**config.mk**
```make
export PLATFORM = sky130hd
export DESIGN_NAME = midi_note_tracker
export DESIGN_NICKNAME = d
export VERILOG_FILES = /design/src/rtl/midi_trk_pkg.sv /design/src/rtl/midi_byte_classify.sv /design/src/rtl/midi_msg_parser.sv /design/src/rtl/midi_note_hold.sv /design/src/rtl/midi_note_tracker.sv
export SDC_FILE = /design/constraint.sdc
export NUM_CORES = 1
export LEC_CHECK = 0
export CORE_ASPECT_RATIO = 1.5
export CORE_MARGIN = 2
export CORE_UTILIZATION = 35
export CTS_CLUSTER_DIAMETER = 60
export DETAILED_ROUTE_END_ITERATION = 6
export GPL_ROUTABILITY_DRIVEN = 0
export PLACE_DENSITY_LB_ADDON = 0.2
export SYNTH_ARGS = -nofsm -noshare
export SYNTH_HDL_FRONTEND = slang
export SYNTH_SLANG_ARGS = --single-unit
export TNS_END_PERCENT = 5
```
**constraint.sdc**
```tcl
create_clock -name clk -period 2.15 [get_ports clk]
set_clock_uncertainty 0.1 [all_clocks]
set_input_delay 0.3225 -clock clk [delete_from_list [all_inputs] [get_ports clk]]
set_output_delay 0.3225 -clock clk [all_outputs]
set_load 0.1 [all_outputs]
```
**src/rtl/midi_trk_pkg.sv**
```systemverilog
package midi_trk_pkg;
  typedef enum logic [1:0] {
    BK_DATA   = 2'd0,
    BK_CHAN   = 2'd1,
    BK_SYSCOM = 2'd2,
    BK_RTIME  = 2'd3
  } byte_kind_e;

  localparam logic [3:0] CMD_RELEASE = 4'h8;
  localparam logic [3:0] CMD_PRESS   = 4'h9;
endpackage

```
**src/rtl/midi_byte_classify.sv**
```systemverilog
module midi_byte_classify
  import midi_trk_pkg::*;
(
  input  logic [4:0]  top5,
  output byte_kind_e  kind,
  output logic        one_data
);
  always_comb begin
    if (!top5[4])                kind = BK_DATA;
    else if (top5[4:1] != 4'hF)  kind = BK_CHAN;
    else if (top5[0])            kind = BK_RTIME;
    else                         kind = BK_SYSCOM;
  end

  // Channel nibbles 0xC and 0xD carry a single data byte.
  assign one_data = (top5[4:2] == 3'b110);
endmodule

```
**src/rtl/midi_msg_parser.sv**
```systemverilog
module midi_msg_parser
  import midi_trk_pkg::*;
#(
  parameter int BYTE_W = 8
) (
  input  logic              clk,
  input  logic              rst,
  input  logic              in_valid,
  input  logic [BYTE_W-1:0] in_byte,
  output logic              msg_done,
  output logic [3:0]        msg_cmd,
  output logic [BYTE_W-2:0] msg_key,
  output logic [BYTE_W-2:0] msg_vel
);
  localparam int HI = BYTE_W - 1;
  localparam int PW = BYTE_W - 1;

  byte_kind_e     kind;
  logic           one_data;
  logic [3:0]     cmd_q;
  logic           one_q;
  logic           run_ok_q;
  logic           second_q;
  logic [PW-1:0]  key_q;

  midi_byte_classify cls_i (
    .top5     (in_byte[HI -: 5]),
    .kind     (kind),
    .one_data (one_data)
  );

  always_ff @(posedge clk) begin
    if (rst) begin
      cmd_q    <= '0;
      one_q    <= 1'b0;
      run_ok_q <= 1'b0;
      second_q <= 1'b0;
      key_q    <= '0;
    end else if (in_valid) begin
      case (kind)
        BK_CHAN: begin
          cmd_q    <= in_byte[HI -: 4];
          one_q    <= one_data;
          run_ok_q <= 1'b1;
          second_q <= 1'b0;
        end
        BK_SYSCOM: begin
          run_ok_q <= 1'b0;
          second_q <= 1'b0;
        end
        BK_RTIME: ;
        default: begin
          if (run_ok_q) begin
            if (one_q)          second_q <= 1'b0;
            else if (!second_q) begin
              key_q    <= in_byte[PW-1:0];
              second_q <= 1'b1;
            end else            second_q <= 1'b0;
          end
        end
      endcase
    end
  end

  assign msg_done = in_valid && (kind == BK_DATA) && run_ok_q && (one_q || second_q);
  assign msg_cmd  = cmd_q;
  assign msg_key  = one_q ? in_byte[PW-1:0] : key_q;
  assign msg_vel  = in_byte[PW-1:0];

  p_syscom_cancels_r8: assert property (@(posedge clk) disable iff (rst)
    (in_valid && kind == BK_SYSCOM) |=> !run_ok_q);

  p_rtime_keeps_position_r6: assert property (@(posedge clk) disable iff (rst)
    (in_valid && kind == BK_RTIME) |=> ($stable(second_q) && $stable(run_ok_q) && $stable(cmd_q)));
endmodule

```
**src/rtl/midi_note_hold.sv**
```systemverilog
module midi_note_hold
  import midi_trk_pkg::*;
#(
  parameter int NOTE_W = 7
) (
  input  logic              clk,
  input  logic              rst,
  input  logic              msg_done,
  input  logic [3:0]        msg_cmd,
  input  logic [NOTE_W-1:0] msg_key,
  input  logic [NOTE_W-1:0] msg_vel,
  output logic              note_active,
  output logic [NOTE_W-1:0] note_num
);
  logic vel_zero;
  logic press_hit;
  logic release_hit;

  assign vel_zero    = (msg_vel == '0);
  assign press_hit   = msg_done && (msg_cmd == CMD_PRESS) && !vel_zero;
  assign release_hit = msg_done && note_active && (msg_key == note_num) &&
                       ((msg_cmd == CMD_RELEASE) || (msg_cmd == CMD_PRESS && vel_zero));

  always_ff @(posedge clk) begin
    if (rst) begin
      note_active <= 1'b0;
      note_num    <= '0;
    end else if (press_hit) begin
      note_active <= 1'b1;
      note_num    <= msg_key;
    end else if (release_hit) begin
      note_active <= 1'b0;
    end
  end

  p_release_keeps_num_r3: assert property (@(posedge clk) disable iff (rst)
    $fell(note_active) |-> $stable(note_num));

  p_idle_holds_r11: assert property (@(posedge clk) disable iff (rst)
    !msg_done |=> ($stable(note_active) && $stable(note_num)));
endmodule

```
**src/rtl/midi_note_tracker.sv**
```systemverilog
module midi_note_tracker #(
  parameter int BYTE_W = 8
) (
  input  logic              clk,
  input  logic              rst,
  input  logic              byte_valid,
  input  logic [BYTE_W-1:0] byte_data,
  output logic              note_active,
  output logic [BYTE_W-2:0] note_num
);
  localparam int NOTE_W = BYTE_W - 1;

  logic              done;
  logic [3:0]        cmd;
  logic [NOTE_W-1:0] key;
  logic [NOTE_W-1:0] vel;

  midi_msg_parser #(.BYTE_W(BYTE_W)) parse_i (
    .clk      (clk),
    .rst      (rst),
    .in_valid (byte_valid),
    .in_byte  (byte_data),
    .msg_done (done),
    .msg_cmd  (cmd),
    .msg_key  (key),
    .msg_vel  (vel)
  );

  midi_note_hold #(.NOTE_W(NOTE_W)) hold_i (
    .clk         (clk),
    .rst         (rst),
    .msg_done    (done),
    .msg_cmd     (cmd),
    .msg_key     (key),
    .msg_vel     (vel),
    .note_active (note_active),
    .note_num    (note_num)
  );

  p_no_strobe_stable_r11: assert property (@(posedge clk) disable iff (rst)
    !byte_valid |=> ($stable(note_active) && $stable(note_num)));

  p_status_no_effect_r11: assert property (@(posedge clk) disable iff (rst)
    (byte_valid && byte_data[BYTE_W-1]) |=> ($stable(note_active) && $stable(note_num)));

  p_rtime_no_effect_r6: assert property (@(posedge clk) disable iff (rst)
    (byte_valid && byte_data[BYTE_W-1 -: 5] == 5'b11111) |=> ($stable(note_active) && $stable(note_num)));

  p_set_needs_velocity_r2: assert property (@(posedge clk) disable iff (rst)
    $rose(note_active) |-> ($past(byte_valid) && !$past(byte_data[BYTE_W-1]) &&
                            ($past(byte_data[NOTE_W-1:0]) != '0)));
endmodule

```
==> qor.csv, run 1 <==
stage,metric,value,unit
logic_synthesis,simple-gate share of the synthesized area,20.6,%
clocking,Num Clock Sinks,22,
job,number of max-cap violations,0,
finish,net total in the final layout,153,
floorplan,number of I/O pins,19,
grt,global route overflow,0,
finish,fill count,309,
logic_synthesis,total of flip-flops plus latches after synthesis,22,
status,status,"finished, final reports clean",
floorplan,starting density of the core,36.3,%
logic_synthesis,compound-gate portion of the synthesized area,3.74,%
clocking,CTS buffer count,3,
finish,total area of multi-input combinational cells,634,um^2
placement,number of input and output port buffers inserted,18,
grt,via count of the first global-routing pass,776,
critical_path,sort of element at the end of the critical path,register,
critical_path,critical path data arrival time,1.99,ns
logic_synthesis,post-synth net total,126,
clocking,post-cts gate resize count,0,
timing,final setup vio count,0,
logic_synthesis,combinational family with the most area after synthesis,multiplexers,
logic_synthesis,most used flip-flop cell after synthesis,sky130_fd_sc_hd__dfxtp_1,
clocking,insertion delay to the later sink of the worst-skew pair,0.26,ns
route,overall via count from detail_route,846,
timing,post-route minimum period,1.91,ns
logic_synthesis,post-synth top area share,38.8,%
timing,Fmax,523,MHz
power,Clock power frac,32.7,%
logic_synthesis,synthesized area per cell,10.1,um^2
clocking,TritonCTS clock tree,done,
floorplan,die span in y,73.8,um
logic_synthesis,Yosys top cell by area,sky130_fd_sc_hd__dfxtp_1,
critical_path,startpoint type of the worst setup path,input pin,
logic_synthesis,leading post-synthesis cells by cell area,"sky130_fd_sc_hd__dfxtp_1, sky130_fd_sc_hd__mux2i_1, sky130_fd_sc_hd__mux2_4, sky130_fd_sc_hd__xnor2_1, sky130_fd_sc_hd__nor2_1",
floorplan,die footprint,0.00373,mm^2
timing,Final Hold Fails,0,
grt,antenna violations before repair,0,
route,first-iteration detailed-routing DRC count,16,
power,leakage power,0.626,nW
logic_synthesis,synthesis warning total,0,
power,logic gate share of total power,12.0,%
finish,relative area change from synthesis to final layout,25.3,%
timing,setup repair after global routing missed its margin,no,
critical_path,worst-path fanout max,4,
logic_synthesis,register area share after synthesis,38.8,%
timing,Setup Total Neg Slack,0,ns
floorplan,width of the die,50.5,um
timing,minimum hold slack,0.364,ns
power,switching power summed over all nets,178,uW
clocking,library cell used as clock root buffer,sky130_fd_sc_hd__clkbuf_8,
finish,layout cell share with drive strength beyond 1,26.1,%
logic_synthesis,count of flip-flops with a built-in enable after synthesis,0,
critical_path,worst setup path class,in2reg,
grt,Total Routing Usage GR,13.1,%
logic_synthesis,Post-Synthesis Cells,113,
finish,total area of sequential cells,440,um^2
logic_synthesis,multiplexer share of the synthesized area,23.9,%
route,number of routed nets with antenna violations,0,
power,Net Sw Frac,23.2,%
placement,Detail Placement HPWL,1.67,mm
clocking,count of H-tree levels built during CTS,1,
power,PD cells,539,mW/mm^2
min_path,Hold Crit Class,reg2reg,
timing,fin crit share,88.9,%
power,overall power,768,uW
logic_synthesis,"Async S/R FF share, synth",0,%
power,peak ir drop on the vdd network,0.313,mV
floorplan,Core ar.,0.00313,mm^2
logic_synthesis,Synth Cell Area,0.00114,mm^2
critical_path,R2R Setup Slk,0.43,ns
clocking,maximum buffer depth of the clock tree,2,
logic_synthesis,number of distinct library cells after synthesis,27,
power,part of the power in registers,55.3,%
timing,relative slew slack,64.9,%
power,cell-internal power,590,uW
logic_synthesis,adder-cell share of the synthesized area,2.20,%
finish,Antenna diodes,0,
route,drt total wl,2.26,mm
clocking,post-CTS repair timing setup buffer count,0,
grt,pin count of the biggest net entering global routing,23,
timing,number of max-slew violations in the final report,0,
clocking,clock-pin slew reported for the worst setup and hold paths after clock tree synthesis,0.07,ns
logic_synthesis,XOR/XNOR Fraction of Synth Area,5.40,%
critical_path,endpoint required time on the critical path,2.22,ns
route,remaining design rule violation count,0,
floorplan,row count,25,
finish,most frequent standard cell in the layout excluding fill and tap cells,sky130_fd_sc_hd__dfxtp_1,
timing,transition time at the pin with the least slew margin,0.524,ns
grt,global-route wire length before repair,3.62,mm
route,number of iterations in the first detailed-routing pass,4,
route,wire length per cell,12.7,um
finish,"leading cell types in the layout, fill and taps excluded","sky130_fd_sc_hd__dfxtp_1, sky130_fd_sc_hd__mux2i_1, sky130_fd_sc_hd__buf_4",
route,Avg Vias per Cell,4.75,
clocking,number of buffers added to fix hold violations after cts,0,
path summary, 6_finish.rpt:
check / from / to / cells after the start
hold / removal: parse_i.msg_cmd[3]$_SDFFE_PP0P_ / parse_i.msg_cmd[3]$_SDFFE_PP0P_ / 2
setup / recovery: byte_data[7] / parse_i.run_ok_q$_SDFFE_PP0P_ / 7
setup reg to reg: parse_i.one_q$_SDFFE_PP0P_ / hold_i.note_active$_SDFFE_PP0P_ / 6
hold reg to reg: parse_i.msg_cmd[3]$_SDFFE_PP0P_ / parse_i.msg_cmd[3]$_SDFFE_PP0P_ / 2
flip-flops by register name, indices dropped and copies added, names as in the netlist:
| signal | cells |
|---|---|
| parse_i.second_q | 1 |
| hold_i.note_active | 1 |
| parse_i.run_ok_q | 1 |
| parse_i.one_q | 1 |
| parse_i.key_q | 7 |
| hold_i.note_num | 7 |
| parse_i.msg_cmd | 4 |
kinds of logic (layout without fill, tap and decap cells):
kind of cell	Yosys count	in the layout
simple gates	36	36
mux	24	24
flops	22	22
buf+inv	14	39
compound gates	8	8
xor+xnor	7	7
fa+ha+maj	2	2
per-stage QoR:
step	instances	utilization [%]	setup slack, ns	area, um^2
after floorplan	113	-	0.327	1140
after global placement	175	44.2	0.0133	1380
after detailed placement	175	44.2	-0.0396	1380
after CTS	178	45.5	0.215	1420
after global routing	178	45.5	0.0578	1420
final	178	45.5	0.238	1420
power by group through the flow:
stage          combinational [mW]  clock [mW]  sequential, mW
6_report                   0.0921       0.251           0.425
5_1_grt                     0.101       0.282           0.426
4_1_cts                    0.0935       0.259           0.425
3_5_place_dp               0.0929           0           0.434
3_3_place_gp               0.0924           0           0.434
2_1_floorplan              0.0495           0           0.431
cell type report:
cell class	instances	area share (%)
Multi-Input combinational cell	77	44.6
Sequential cell	22	30.9
Timing Repair Buffer	26	15.5
Tap cell	40	3.51
Clock buffer	3	2.90
Inverter	10	2.64
routing by layer:
layer  GRT usage, %  vias to the layer above  wire length [um]
li1               -                      432                 -
met1           15.8                      397              1030
met2           21.8                       13              1120
met3           2.85                        4                80
met4           6.31                        0                31
met5              0                        -                 0
cells in the mapped netlist (2+ instances only):
cell,number
sky130_fd_sc_hd__dfxtp_1,22
sky130_fd_sc_hd__mux2i_1,17
sky130_fd_sc_hd__nor2_1,12
sky130_fd_sc_hd__inv_1,10
sky130_fd_sc_hd__xnor2_1,7
sky130_fd_sc_hd__mux2_4,6
sky130_fd_sc_hd__nor2_2,6
sky130_fd_sc_hd__a21oi_1,4
sky130_fd_sc_hd__nand4_1,4
sky130_fd_sc_hd__nand2_1,3
sky130_fd_sc_hd__o21ai_0,3
sky130_fd_sc_hd__ha_1,2
sky130_fd_sc_hd__nand4b_1,2
sky130_fd_sc_hd__nor2b_1,2
critical path: stages:
cell and delay, ns:
sky130_fd_sc_hd__clkdlybuf4s50_1 0.52, sky130_fd_sc_hd__nand4_1 0.16, sky130_fd_sc_hd__o21ai_0 0.25, sky130_fd_sc_hd__ha_1 0.30, sky130_fd_sc_hd__nor2b_1 0.16, sky130_fd_sc_hd__nor2_1 0.05
sky130_fd_sc_hd__a211oi_1 0.21
Power figures use the tool's default switching activity.
==> inputs of run 2 (changes only) <==
--- a/config.mk
+++ b/config.mk
@@ -12,6 +12,7 @@
 export DETAILED_ROUTE_END_ITERATION = 6
 export GPL_ROUTABILITY_DRIVEN = 0
 export PLACE_DENSITY_LB_ADDON = 0.2
+export SLEW_MARGIN = 20
 export SYNTH_ARGS = -nofsm -noshare
 export SYNTH_HDL_FRONTEND = slang
 export SYNTH_SLANG_ARGS = --single-unit
==> results of run 2 <==
Same layout as run 1: the final DEF is identical, and so are final timing and power.
==> inputs of run 3 (changes only) <==
--- a/config.mk
+++ b/config.mk
@@ -6,7 +6,7 @@
 export NUM_CORES = 1
 export LEC_CHECK = 0
 export CORE_ASPECT_RATIO = 1.5
-export CORE_MARGIN = 2
+export CORE_MARGIN = 5
 export CORE_UTILIZATION = 35
 export CTS_CLUSTER_DIAMETER = 60
 export DETAILED_ROUTE_END_ITERATION = 6
==> qor.csv, run 3 (synthesized netlist as in run 1, its figures left out) <==
stage,metric,value,unit
status,status,"finished, final reports clean",
clocking,CTS buffer count,3,
timing,final setup vio count,0,
clocking,TritonCTS clock tree,done,
finish,layout cell share with drive strength beyond 1,27.1,%
floorplan,die footprint,0.00451,mm^2
timing,post-route minimum period,1.96,ns
critical_path,sort of element at the end of the critical path,register,
timing,Final Hold Fails,0,
route,number of routed nets with antenna violations,0,
route,number of iterations in the first detailed-routing pass,4,
power,cell-internal power,628,uW
placement,Detail Placement HPWL,1.80,mm
power,switching power summed over all nets,178,uW
grt,Total Routing Usage GR,11.5,%
timing,relative slew slack,76.4,%
critical_path,endpoint of the lowest-slack register-to-register path,hold_i.note_active$_SDFFE_PP0P_,
route,remaining design rule violation count,0,
job,number of max-cap violations,0,
clocking,library cell used as clock root buffer,sky130_fd_sc_hd__clkbuf_8,
grt,pin count of the biggest net entering global routing,23,
clocking,count of H-tree levels built during CTS,1,
critical_path,endpoint required time on the critical path,2.22,ns
placement,number of input and output port buffers inserted,18,
route,Avg Vias per Cell,4.64,
power,PD cells,558,mW/mm^2
floorplan,starting density of the core,36.0,%
min_path,end of the worst hold path,parse_i.msg_cmd[3]$_SDFFE_PP0P_,
clocking,clock-pin slew reported for the worst setup and hold paths after clock tree synthesis,0.08,ns
floorplan,row count,25,
route,overall via count from detail_route,835,
power,overall power,806,uW
timing,Fmax,511,MHz
clocking,maximum buffer depth of the clock tree,2,
critical_path,crit path launch,byte_data[7],
grt,global-route wire length before repair,4.08,mm
timing,number of max-slew violations in the final report,0,
critical_path,Reg-to-Reg Start,parse_i.one_q$_SDFFE_PP0P_,
floorplan,number of I/O pins,19,
timing,transition time at the pin with the least slew margin,0.353,ns
power,peak ir drop on the vdd network,0.384,mV
power,logic gate share of total power,11.6,%
clocking,post-CTS repair timing setup buffer count,0,
min_path,hold path startpoint,parse_i.msg_cmd[3]$_SDFFE_PP0P_,
grt,via count of the first global-routing pass,894,
route,first-iteration detailed-routing DRC count,12,
route,wire length per cell,13.1,um
finish,relative area change from synthesis to final layout,27.2,%
critical_path,R2R Setup Slk,0.31,ns
finish,Antenna diodes,0,
clocking,number of buffers added to fix hold violations after cts,0,
clocking,post-cts gate resize count,0,
timing,setup repair after global routing missed its margin,no,
timing,fin crit share,91.0,%
critical_path,startpoint type of the worst setup path,input pin,
grt,global route overflow,0,
timing,minimum hold slack,0.362,ns
finish,"leading cell types in the layout, fill and taps excluded","sky130_fd_sc_hd__dfxtp_1, sky130_fd_sc_hd__mux2i_1, sky130_fd_sc_hd__buf_4",
critical_path,r2r worst-path depth,6,
critical_path,worst-path fanout max,4,
power,part of the power in registers,52.7,%
finish,most frequent standard cell in the layout excluding fill and tap cells,sky130_fd_sc_hd__dfxtp_1,
critical_path,critical path data arrival time,2.02,ns
power,Clock power frac,35.7,%
power,Net Sw Frac,22.1,%
route,drt total wl,2.35,mm
finish,net total in the final layout,154,
min_path,hold-critical path depth,2,
min_path,Hold Crit Class,reg2reg,
clocking,insertion delay to the later sink of the worst-skew pair,0.25,ns
floorplan,Core ar.,0.00316,mm^2
grt,antenna violations before repair,0,
clocking,Num Clock Sinks,22,
critical_path,worst setup path class,in2reg,
power,leakage power,0.638,nW
floorplan,die span in y,79.8,um
floorplan,width of the die,56.5,um
run 3: cell types whose count changed in the layout (fill, tap and decap cells not counted), sizes merged:
cell / change
buf: +1
clkbuf: +1
run 3: worst max-delay path by stage:
stage                                      end
3_5_place_dp     parse_i.run_ok_q$_SDFFE_PP0P_
4_1_cts          parse_i.run_ok_q$_SDFFE_PP0P_
2_1_floorplan  hold_i.note_active$_SDFFE_PP0P_
6_report         parse_i.run_ok_q$_SDFFE_PP0P_
3_3_place_gp     parse_i.run_ok_q$_SDFFE_PP0P_
5_1_grt          parse_i.run_ok_q$_SDFFE_PP0P_
run 3: metrics by stage:
stage | std cells | TNS (ns) | setup slack (ns) | util (%) | cell area, um^2
2_1_floorplan | 113 | 0 | 0.327 | - | 1140
3_3_place_gp | 176 | -0.00907 | -0.00907 | 44.0 | 1390
3_5_place_dp | 176 | -0.163 | -0.0864 | 44.0 | 1390
4_1_cts | 180 | 0 | 0.175 | 45.7 | 1450
5_1_grt | 180 | 0 | 0.0709 | 45.7 | 1450
6_report | 180 | 0 | 0.193 | 45.7 | 1450
run 3: cell type report:
cell class | count | area [um^2]
fillers | 329 | 1710
multi-input cells | 77 | 634
flip-flops and latches | 22 | 440
repair buffers | 27 | 228
clock buffers | 4 | 55.1
well taps | 40 | 50.0
inverters | 10 | 37.5
run 3: power by group through the flow:
| stage | registers (mW) | clock network, mW | logic (mW) |
|---|---|---|---|
| CTS | 0.425 | 0.302 | 0.0949 |
| floorplan | 0.431 | 0 | 0.0495 |
| global placement | 0.434 | 0 | 0.0925 |
| global route | 0.427 | 0.321 | 0.103 |
| finish | 0.425 | 0.288 | 0.0935 |
| detailed placement | 0.435 | 0 | 0.0944 |
run 3: routing by layer:
metal | global-route usage (%) | part of all wire, % | vias up
met5 | 0 | 0 | -
met4 | 4.28 | 0.64 | 0
met3 | 2.59 | 4.0 | 2
met2 | 19.8 | 51 | 14
met1 | 13.9 | 45 | 383
li1 | - | - | 436
run 3: worst max-delay path: stages:
cell and delay [ns]:
sky130_fd_sc_hd__clkdlybuf4s50_1 0.51, sky130_fd_sc_hd__nand4_1 0.16, sky130_fd_sc_hd__o21ai_0 0.29, sky130_fd_sc_hd__ha_1 0.31, sky130_fd_sc_hd__nor2b_1 0.15, sky130_fd_sc_hd__nor2_1 0.05
sky130_fd_sc_hd__a211oi_1 0.22
